`src/rtl/drv_guard_pkg.sv`:
```
`timescale 1ns/1ps
package drv_guard_pkg;

  typedef enum logic {
    CLR_BY_PULSE = 1'b0,
    CLR_BY_RETRY = 1'b1
  } clr_mode_e;

  // cycles covering a time span, rounded up
  function automatic int ns_to_cyc(input longint clk_hz, input longint span_ns);
    longint prod;
    prod = clk_hz * span_ns;
    return int'((prod + 64'd999_999_999) / 64'd1_000_000_000);
  endfunction

endpackage

```
`src/rtl/drv_guard_rst_sync.sv`:
```
`timescale 1ns/1ps
module drv_guard_rst_sync #(
  parameter int STAGES = 2
) (
  input  logic clk,
  input  logic rst_n,
  output logic rst_ln
);

  logic [STAGES-1:0] sync_q;

  always_ff @(posedge clk or negedge rst_n) begin
    if (!rst_n) begin
      sync_q <= '0;
    end else begin
      sync_q <= {sync_q[STAGES-2:0], 1'b1};
    end
  end

  assign rst_ln = sync_q[STAGES-1];

endmodule

```
`src/rtl/drv_guard_hyst.sv`:
```
`timescale 1ns/1ps
module drv_guard_hyst #(
  parameter int CODE_W  = 8,
  parameter int SET_LVL = 160,
  parameter int CLR_LVL = 120
) (
  input  logic              clk,
  input  logic              rst_ln,
  input  logic [CODE_W-1:0] code,
  output logic              state_q
);

  localparam logic [CODE_W-1:0] SET_C = CODE_W'(SET_LVL);
  localparam logic [CODE_W-1:0] CLR_C = CODE_W'(CLR_LVL);

  logic set_hit;
  logic clr_hit;
  logic state_d;
  logic state_en;

  always_comb begin
    set_hit  = (code > SET_C);
    clr_hit  = (code < CLR_C);
    state_d  = state_q;
    if (set_hit) begin
      state_d = 1'b1;
    end else if (clr_hit) begin
      state_d = 1'b0;
    end
    state_en = (state_d != state_q);
  end

  always_ff @(posedge clk or negedge rst_ln) begin
    if (!rst_ln) begin
      state_q <= 1'b0;
    end else if (state_en) begin
      state_q <= state_d;
    end
  end

endmodule

```
`src/rtl/drv_guard_pulse_qual.sv`:
```
`timescale 1ns/1ps
module drv_guard_pulse_qual #(
  parameter int MIN_CYC = 25
) (
  input  logic clk,
  input  logic rst_ln,
  input  logic hold_n,
  output logic qual_rel,
  output logic any_rel
);

  localparam int CW = $clog2(MIN_CYC + 1);
  localparam logic [CW-1:0] SAT = CW'(MIN_CYC);

  logic [CW-1:0] low_cnt_q;
  logic [CW-1:0] low_cnt_d;
  logic          low_cnt_en;

  always_comb begin
    if (hold_n) begin
      low_cnt_d  = '0;
      low_cnt_en = (low_cnt_q != '0);
    end else begin
      low_cnt_d  = low_cnt_q + 1'b1;
      low_cnt_en = (low_cnt_q != SAT);
    end
  end

  always_ff @(posedge clk or negedge rst_ln) begin
    if (!rst_ln) begin
      low_cnt_q <= '0;
    end else if (low_cnt_en) begin
      low_cnt_q <= low_cnt_d;
    end
  end

  assign qual_rel = hold_n && (low_cnt_q == SAT);
  assign any_rel  = hold_n && (low_cnt_q != '0);

endmodule

```
`src/rtl/drv_guard_retry.sv`:
```
`timescale 1ns/1ps
module drv_guard_retry #(
  parameter int PERIOD = 250
) (
  input  logic clk,
  input  logic rst_ln,
  output logic tick
);

  localparam int CW = (PERIOD > 1) ? $clog2(PERIOD) : 1;
  localparam logic [CW-1:0] LAST = CW'(PERIOD - 1);

  logic [CW-1:0] cnt_q;
  logic [CW-1:0] cnt_d;

  always_comb begin
    tick  = (cnt_q == LAST);
    cnt_d = tick ? '0 : cnt_q + 1'b1;
  end

  always_ff @(posedge clk or negedge rst_ln) begin
    if (!rst_ln) begin
      cnt_q <= '0;
    end else begin
      cnt_q <= cnt_d;
    end
  end

endmodule

```
`src/rtl/drv_guard_latch.sv`:
```
`timescale 1ns/1ps
module drv_guard_latch
  import drv_guard_pkg::*;
(
  input  logic clk,
  input  logic rst_ln,
  input  logic therm_hot,
  input  logic therm_inject,
  input  logic ovc_det,
  input  logic drive_on,
  input  logic auto_mode,
  input  logic qual_rel,
  input  logic any_rel,
  input  logic tick,
  output logic flt_q
);

  clr_mode_e mode;
  logic      cause;
  logic      clr_req;
  logic      flt_d;
  logic      flt_en;

  always_comb begin
    mode  = clr_mode_e'(auto_mode);
    // over-current is only observable while the stage drives
    cause = therm_hot | therm_inject | (ovc_det & drive_on);
    case (mode)
      CLR_BY_RETRY: clr_req = tick | any_rel;
      default:      clr_req = qual_rel;
    endcase
    flt_d  = cause | (flt_q & ~clr_req);
    flt_en = (flt_d != flt_q);
  end

  always_ff @(posedge clk or negedge rst_ln) begin
    if (!rst_ln) begin
      flt_q <= 1'b0;
    end else if (flt_en) begin
      flt_q <= flt_d;
    end
  end

endmodule

```
`src/rtl/drv_guard_ctrl.sv`:
```
`timescale 1ns/1ps
module drv_guard_ctrl
  import drv_guard_pkg::*;
#(
  parameter longint CLK_HZ       = 250_000_000,
  parameter int     CLR_PULSE_NS = 100,
  parameter int     RETRY_NS     = 1000,
  parameter int     CODE_W       = 8,
  parameter int     TEMP_TRIP    = 160,
  parameter int     TEMP_REARM   = 120,
  parameter int     VSUP_ON      = 84,
  parameter int     VSUP_OFF     = 80
) (
  input  logic              clk,
  input  logic              rst_n,
  input  logic              ovc_det,
  input  logic [CODE_W-1:0] temp_code,
  input  logic [CODE_W-1:0] vsup_code,
  input  logic              hold_n,
  input  logic              auto_mode,
  input  logic              lowpwr_req,
  input  logic              bias_force,
  input  logic              therm_inject,
  output logic              fault_flag,
  output logic              out_en,
  output logic              lp_en,
  output logic              bias_en
);

  localparam int PULSE_CYC = ns_to_cyc(CLK_HZ, longint'(CLR_PULSE_NS));
  localparam int RETRY_CYC = ns_to_cyc(CLK_HZ, longint'(RETRY_NS));

  logic rst_ln;
  logic therm_hot;
  logic supply_ok;
  logic qual_rel;
  logic any_rel;
  logic tick;
  logic flt_q;
  logic drive_on;

  drv_guard_rst_sync #(.STAGES(2)) u_rst (
    .clk    (clk),
    .rst_n  (rst_n),
    .rst_ln (rst_ln)
  );

  drv_guard_hyst #(
    .CODE_W  (CODE_W),
    .SET_LVL (TEMP_TRIP),
    .CLR_LVL (TEMP_REARM)
  ) u_therm (
    .clk     (clk),
    .rst_ln  (rst_ln),
    .code    (temp_code),
    .state_q (therm_hot)
  );

  drv_guard_hyst #(
    .CODE_W  (CODE_W),
    .SET_LVL (VSUP_ON),
    .CLR_LVL (VSUP_OFF)
  ) u_supply (
    .clk     (clk),
    .rst_ln  (rst_ln),
    .code    (vsup_code),
    .state_q (supply_ok)
  );

  drv_guard_pulse_qual #(.MIN_CYC(PULSE_CYC)) u_qual (
    .clk      (clk),
    .rst_ln   (rst_ln),
    .hold_n   (hold_n),
    .qual_rel (qual_rel),
    .any_rel  (any_rel)
  );

  drv_guard_retry #(.PERIOD(RETRY_CYC)) u_retry (
    .clk    (clk),
    .rst_ln (rst_ln),
    .tick   (tick)
  );

  drv_guard_latch u_latch (
    .clk          (clk),
    .rst_ln       (rst_ln),
    .therm_hot    (therm_hot),
    .therm_inject (therm_inject),
    .ovc_det      (ovc_det),
    .drive_on     (drive_on),
    .auto_mode    (auto_mode),
    .qual_rel     (qual_rel),
    .any_rel      (any_rel),
    .tick         (tick),
    .flt_q        (flt_q)
  );

  always_comb begin
    drive_on   = hold_n & supply_ok & ~flt_q;
    out_en     = drive_on;
    lp_en      = drive_on & lowpwr_req;
    bias_en    = hold_n & (bias_force | (supply_ok & ~flt_q));
    fault_flag = flt_q;
  end

endmodule

```
`config.mk`:
```
export PLATFORM = sky130hd
export DESIGN_NAME = drv_guard_ctrl
export DESIGN_NICKNAME = d
export VERILOG_FILES = /design/src/rtl/drv_guard_pkg.sv /design/src/rtl/drv_guard_rst_sync.sv /design/src/rtl/drv_guard_hyst.sv /design/src/rtl/drv_guard_pulse_qual.sv /design/src/rtl/drv_guard_retry.sv /design/src/rtl/drv_guard_latch.sv /design/src/rtl/drv_guard_ctrl.sv
export SDC_FILE = /design/constraint.sdc
export NUM_CORES = 1
export LEC_CHECK = 0
export BUFFER_PORTS_ARGS = -buffer_cell sky130_fd_sc_hd__buf_4
export CAP_MARGIN = 20
export CORE_ASPECT_RATIO = 0.75
export CORE_UTILIZATION = 54
export CTS_BUF_LIST = sky130_fd_sc_hd__clkbuf_4 sky130_fd_sc_hd__clkbuf_8 sky130_fd_sc_hd__clkbuf_16
export DETAILED_ROUTE_END_ITERATION = 16
export HOLD_SLACK_MARGIN = 0.08
export PLACE_DENSITY = 0.83
export SLEW_MARGIN = 15
export SYNTH_ARGS = -nofsm -noshare
export SYNTH_HDL_FRONTEND = slang
export SYNTH_SLANG_ARGS = --single-unit
```
`constraint.sdc`:
```
create_clock -name clk -period 2.55 [get_ports clk]
set_clock_uncertainty 0.05 [all_clocks]
set_input_delay 0.1275 -clock clk [delete_from_list [all_inputs] [get_ports clk]]
set_output_delay 0.1275 -clock clk [all_outputs]
set_load 0.05 [all_outputs]
```
Word level (Yosys, flattened, before mapping)
Cells that the tools add are included.

word-level totals
  flip-flop bits (word level) = 18
  bits of input ports = 24
  output and inout port bits = 4
  logic and storage cells = 43

operators by class
  add/subtract/negate cells = 2
  order comparisons = 4
  equal/unequal tests = 6
  mux-type cells = 8
  bitwise gates (word level) = 14
  reductions and logical operators = 3

operators by type and width
  operator                                                                         number
  8-bit by 7-bit < comparator with 1-bit output, second input constant             2
  8-bit by 1-bit adder with 8-bit output, second input constant                    1
  8-bit == test, second input constant                                             1
  8-bit by 7-bit greater-than comparator with 1-bit output, second input constant  1
  8-bit greater-than comparator, second input constant                             1
  8-bit 2-to-1 mux                                                                 1
  1-bit AND                                                                        7
  1-bit 2-to-1 mux                                                                 6
  5-bit by 1-bit adder with 5-bit output, second input constant                    1
  5-bit == test, second input constant                                             1
  5-bit 2-to-1 mux                                                                 1
  5-bit != test, second input constant                                             1
  1-bit OR                                                                         5
  5-bit nonzero test                                                               1
  1-bit != test                                                                    3
  1-bit logical AND                                                                2
  1-bit inverter                                                                   2

Depth between registers and ports, before layout
  depth after elaboration = 8
  depth in mapped cells = 5
  depth with buffers taken out = 5

By module
A second synthesis with hierarchy kept.

second synthesis, totals
  cell total of the unflattened synthesis = 96
  area, all modules = 964.7 sq um

modules (own cells, without submodules)
  module                     times used  cells an instance  area an instance (sq um)  seq. area each (sq um)
  drv_guard_retry            1           41                 394.1                     200.2
  drv_guard_pulse_qual       1           30                 311.5                     125.1
  drv_guard_hyst (u_therm)   1           7                  68.8                      25.0
  drv_guard_latch            1           5                  55.1                      25.0
  drv_guard_rst_sync         1           3                  53.8                      50.0
  drv_guard_hyst (u_supply)  1           6                  52.6                      25.0
  drv_guard_ctrl             1           4                  28.8                      0.0

Least setup slack after synthesis
OpenSTA, ideal clock, no wires.

  path kind = flip-flop to flip-flop
  start = reg u_latch.flt_q
  end = reg u_latch.flt_q
  library setup time = 134 ps
  data arrival time = 1432 ps
  required time = 2366 ps
  setup slack = 935 ps
  cell stages (with the launch flop) = 5
  buffers on the path = 1
  clock period less this slack = 1615 ps
  path through = dfrtp_1 > and3b_1 > buf_6 > a2111oi_4 > a22oi_2

between the ends
  word-level cells in the longest chain between the ends = 6
  elaborated cells between the ends (all ways) = 7
  classes of those cells = eq/ne (1); bitwise (6)

ends and longest elaborated chain
  item                      line                   text
  start: declaration        drv_guard_latch.sv:15  output logic flt_q
  start signal: assignment  drv_guard_latch.sv:40  flt_q <= flt_d;
  1-bit inverter *          drv_guard_ctrl.sv:99   drive_on = hold_n & supply_ok & ~flt_q;
  1-bit AND *               drv_guard_ctrl.sv:99
  via out_en                drv_guard_ctrl.sv:25   output logic out_en,
  1-bit AND *               drv_guard_latch.sv:27  cause = therm_hot | therm_inject | (ovc_det & drive_on);
  1-bit OR *                drv_guard_latch.sv:27
  1-bit OR *                drv_guard_latch.sv:32  flt_d = cause | (flt_q & ~clr_req);
  1-bit != test             drv_guard_latch.sv:33  flt_en = (flt_d != flt_q);

The timed path passes the listed nets; every way through them passes the cells marked *.
A chain may end at the register's enable or synchronous reset.

Worst setup path after layout
  start = in hold_n
  end = out lp_en

between the ends
  word-level cells in the longest chain between the ends = 3

ends and longest elaborated chain
  item                    line                   text
  start: declaration      drv_guard_ctrl.sv:19   input logic hold_n,
  1-bit AND (2 in a row)  drv_guard_ctrl.sv:99
  1-bit AND               drv_guard_ctrl.sv:101  lp_en = drive_on & lowpwr_req;
  end: declaration        drv_guard_ctrl.sv:26   output logic lp_en,

Every way passes these cells.

==> impl_metrics.py <==
metrics = {
    "floorplanning": {
        "ios": 28,
        "die_x_microns": 51.0,
        "die_h_microns": 38.7,
        "initial_utilization_pct": 61.6,
        "die-area_sq_um": 1970,
        "rows": 12,
        "core-area_sq_um": 1580,
    },
    "layout": {
        "areaGrowthSynthToFinish_pct": 33.4,
        "multiInputGateArea_sq_um": 483,
        "drive_gt1_share_pct": 27.5,
        "final_cells": 152,
        "fin_util_pct": 82.1,
        "nFillCells": 108,
        "fin_nets": 161,
        "diodes": 0,
        "regArea_sq_um": 450,
    },
    "critical_path": {
        "r2r-end": "u_supply.state_q",
        "crit_required_ps": 2370,
        "startpoint_type": "primary input",
        "endpoint_kind": "output pin",
        "critical_path_arrival_ps": 1490,
        "worstPathMaxFanout": 7,
        "critical_path_class": "in -> out",
        "r2r_start": "u_supply.state_q",
        "r2r_slack_ps": 1050,
        "r2r_cells": 3,
    },
    "synthesis": {
        "ys_ff_latch": 18,
        "ys_types": 34,
        "synth_edf_count": 0,
        "yosys_warnings": 0,
        "synth_common_cells": "18 x dfrtp_1, 12 x nor2_1, 7 x inv_1, 7 x nand3_1",
        "synth_top_area_cell": "dfrtp_1",
        "ys_seq_area_share_pct": 46.4,
        "synth_top_area_share_pct": 46.4,
        "yosysMostFrequentCell": "dfrtp_1",
        "syn_area_sq_um": 971,
        "postSynthCellCount": 94,
        "async_flop_share_pct": 100,
        "synth_area_leaders": "dfrtp_1 46%, ha_1 6.4%, nor2_1 4.6%",
        "avgSynthCellArea_sq_um": 10.3,
        "syn-num-nets": 123,
        "ys.flop_type": "dfrtp_1",
    },
    "clock_tree": {
        "cts_buffers": 3,
        "cts_resized": 0,
        "clkTransAtPathRegs_ps": 90,
        "clock-sinks": 18,
        "clock_latency_ps": 300,
        "cts_max_level": 1,
        "cts_tree": "built",
        "cts_buffer_depth": 2,
        "cts_root_buffer": "clkbuf_4",
    },
    "detailed_routing": {
        "wl_per_cell_microns": 15.3,
        "drt_wl_total_microns": 2330,
        "dr.pass1.iters": 4,
        "dr.first_iter.drc_count": 21,
        "vias_per_cell": 5.48,
        "ant_nets": 0,
        "vias": 833,
        "drc": 0,
    },
    "power_and_ir_drop": {
        "peakVddDrop_v": 0.000593,
        "cellPowerDensity_nw_per_um2": 511,
        "leakage_nw": 0.599,
    },
    "sta": {
        "hold_violations": 0,
        "min_period_ps": 1670,
        "fin_crit_sh_pct": 65.6,
        "tightestPinTransition_ps": 631,
        "relSlewSlack_pct": 57.9,
        "whs_ps": 106,
        "slew_viol_final": 0,
        "setup-violations-final": 0,
        "finalSetupTns_ps": 0,
        "rsz0062_at_grt": "no",
        "clock.fmax_ghz": 0.598,
    },
    "min_path": {
        "hold_depth": 3,
        "min_path_type": "in -> reg",
        "worstHoldStart": "therm_inject",
        "holdPathEnd": "u_latch.flt_q",
    },
    "global_route": {
        "grt-ovfl-total": 0,
        "grt_usage_pct": 27.5,
        "grt_pass1_wl_microns": 3750,
        "grt_max_degree": 17,
        "antenna_found_initial": 0,
        "grt_pass1_vias": 891,
    },
    "placed_design": {
        "port_buffers": 27,
        "dp_hpwl_microns": 1720,
        "place_congestion": 0.785,
        "dp.cells": 141,
    },
    "job": {
        "cap_violations": 0,
    },
    "status": {
        "status": "finished clean",
    },
}
## what timing repair did
item / in CTS / in global routing
endpoints found under the hold margin: 6 / 0
buffers inserted: 0 / 0
hold buffers: 7 / 0
## state kept, by name, summed over array words and instances, names as in the netlist
register	count
u_supply.state_q	1
u_retry.cnt_q	8
u_latch.flt_q	1
u_therm.state_q	1
u_rst.sync_q	2
u_qual.low_cnt_q	5
## logic make-up (layout without fill, tap and decap cells)
kind of cell,count (synthesis),in the layout,synth area share [%]
compound gates,20,20,15.6
xor+xnor,5,5,4.51
fa+ha+maj,5,5,6.44
buf+inv,8,45,3.87
flops,18,18,46.4
mux,1,1,1.03
other cells,1,1,0.386
simple gates,36,36,21.8
## layout by cell type (no fill, tap or decap), types with 2 or more instances in the layout
master / count
ha_1: 5
o21ai_0: 4
nor2_1: 12
dlygate4sd3_1: 7
nand2b_1: 2
dfrtp_1: 18
xor2_1: 4
inv_1: 7
nand3_1: 7
a21oi_1: 5
nand2_1: 2
nand4b_1: 3
or3_1: 2
o31ai_1: 2
clkbuf_4: 3
buf_4: 27
## power breakdown
group          switching [mW]  internal (mW)  total [mW]
sequential             0.0279          0.306       0.334
combinational          0.0733         0.0793       0.153
clock                  0.0881         0.0871       0.175
## through the flow
step	setup WS, ps	power [mW]	area [sq um]
after CTS	876	0.665	1290
after global placement	1160	0.471	1190
after detailed placement	1110	0.479	1190
final	878	0.662	1290
after floorplan	935	0.420	971
after global routing	816	0.700	1290
## critical path, cell delays in order
cell           delay, ps
dlygate4sd3_1        540
buf_4                160
and3b_1              250
and2_2               220
buf_4                190
## layout make-up
type	instances	area share, %
multi-input cells	68	37.3
flip-flops and latches	18	34.8
repair buffers	34	21.1
clock buffers	4	2.80
inverters	7	2.03
well taps	21	2.03
## routing by layer
metal	routed length (microns)	vias to the layer above	track usage, %
li1	-	409	-
met1	965	406	29.8
met2	1270	16	51.3
met3	82	2	9.02
met4	16	0	9.03
met5	0	-	0
## worst max-delay path by stage
stage               slack [ps]  cells past startpoint           startpoint               end
floorplan                  930                      4        u_latch.flt_q     u_latch.flt_q
global placement          1160                      5  u_qual.low_cnt_q[1]     u_latch.flt_q
detailed placement        1110                      4     u_retry.cnt_q[0]  u_retry.cnt_q[0]
CTS                        880                      5               hold_n             lp_en
global route               820                      5               hold_n             lp_en
finish                     880                      5               hold_n             lp_en
Note: power is estimated with default switching activity, not from simulation.
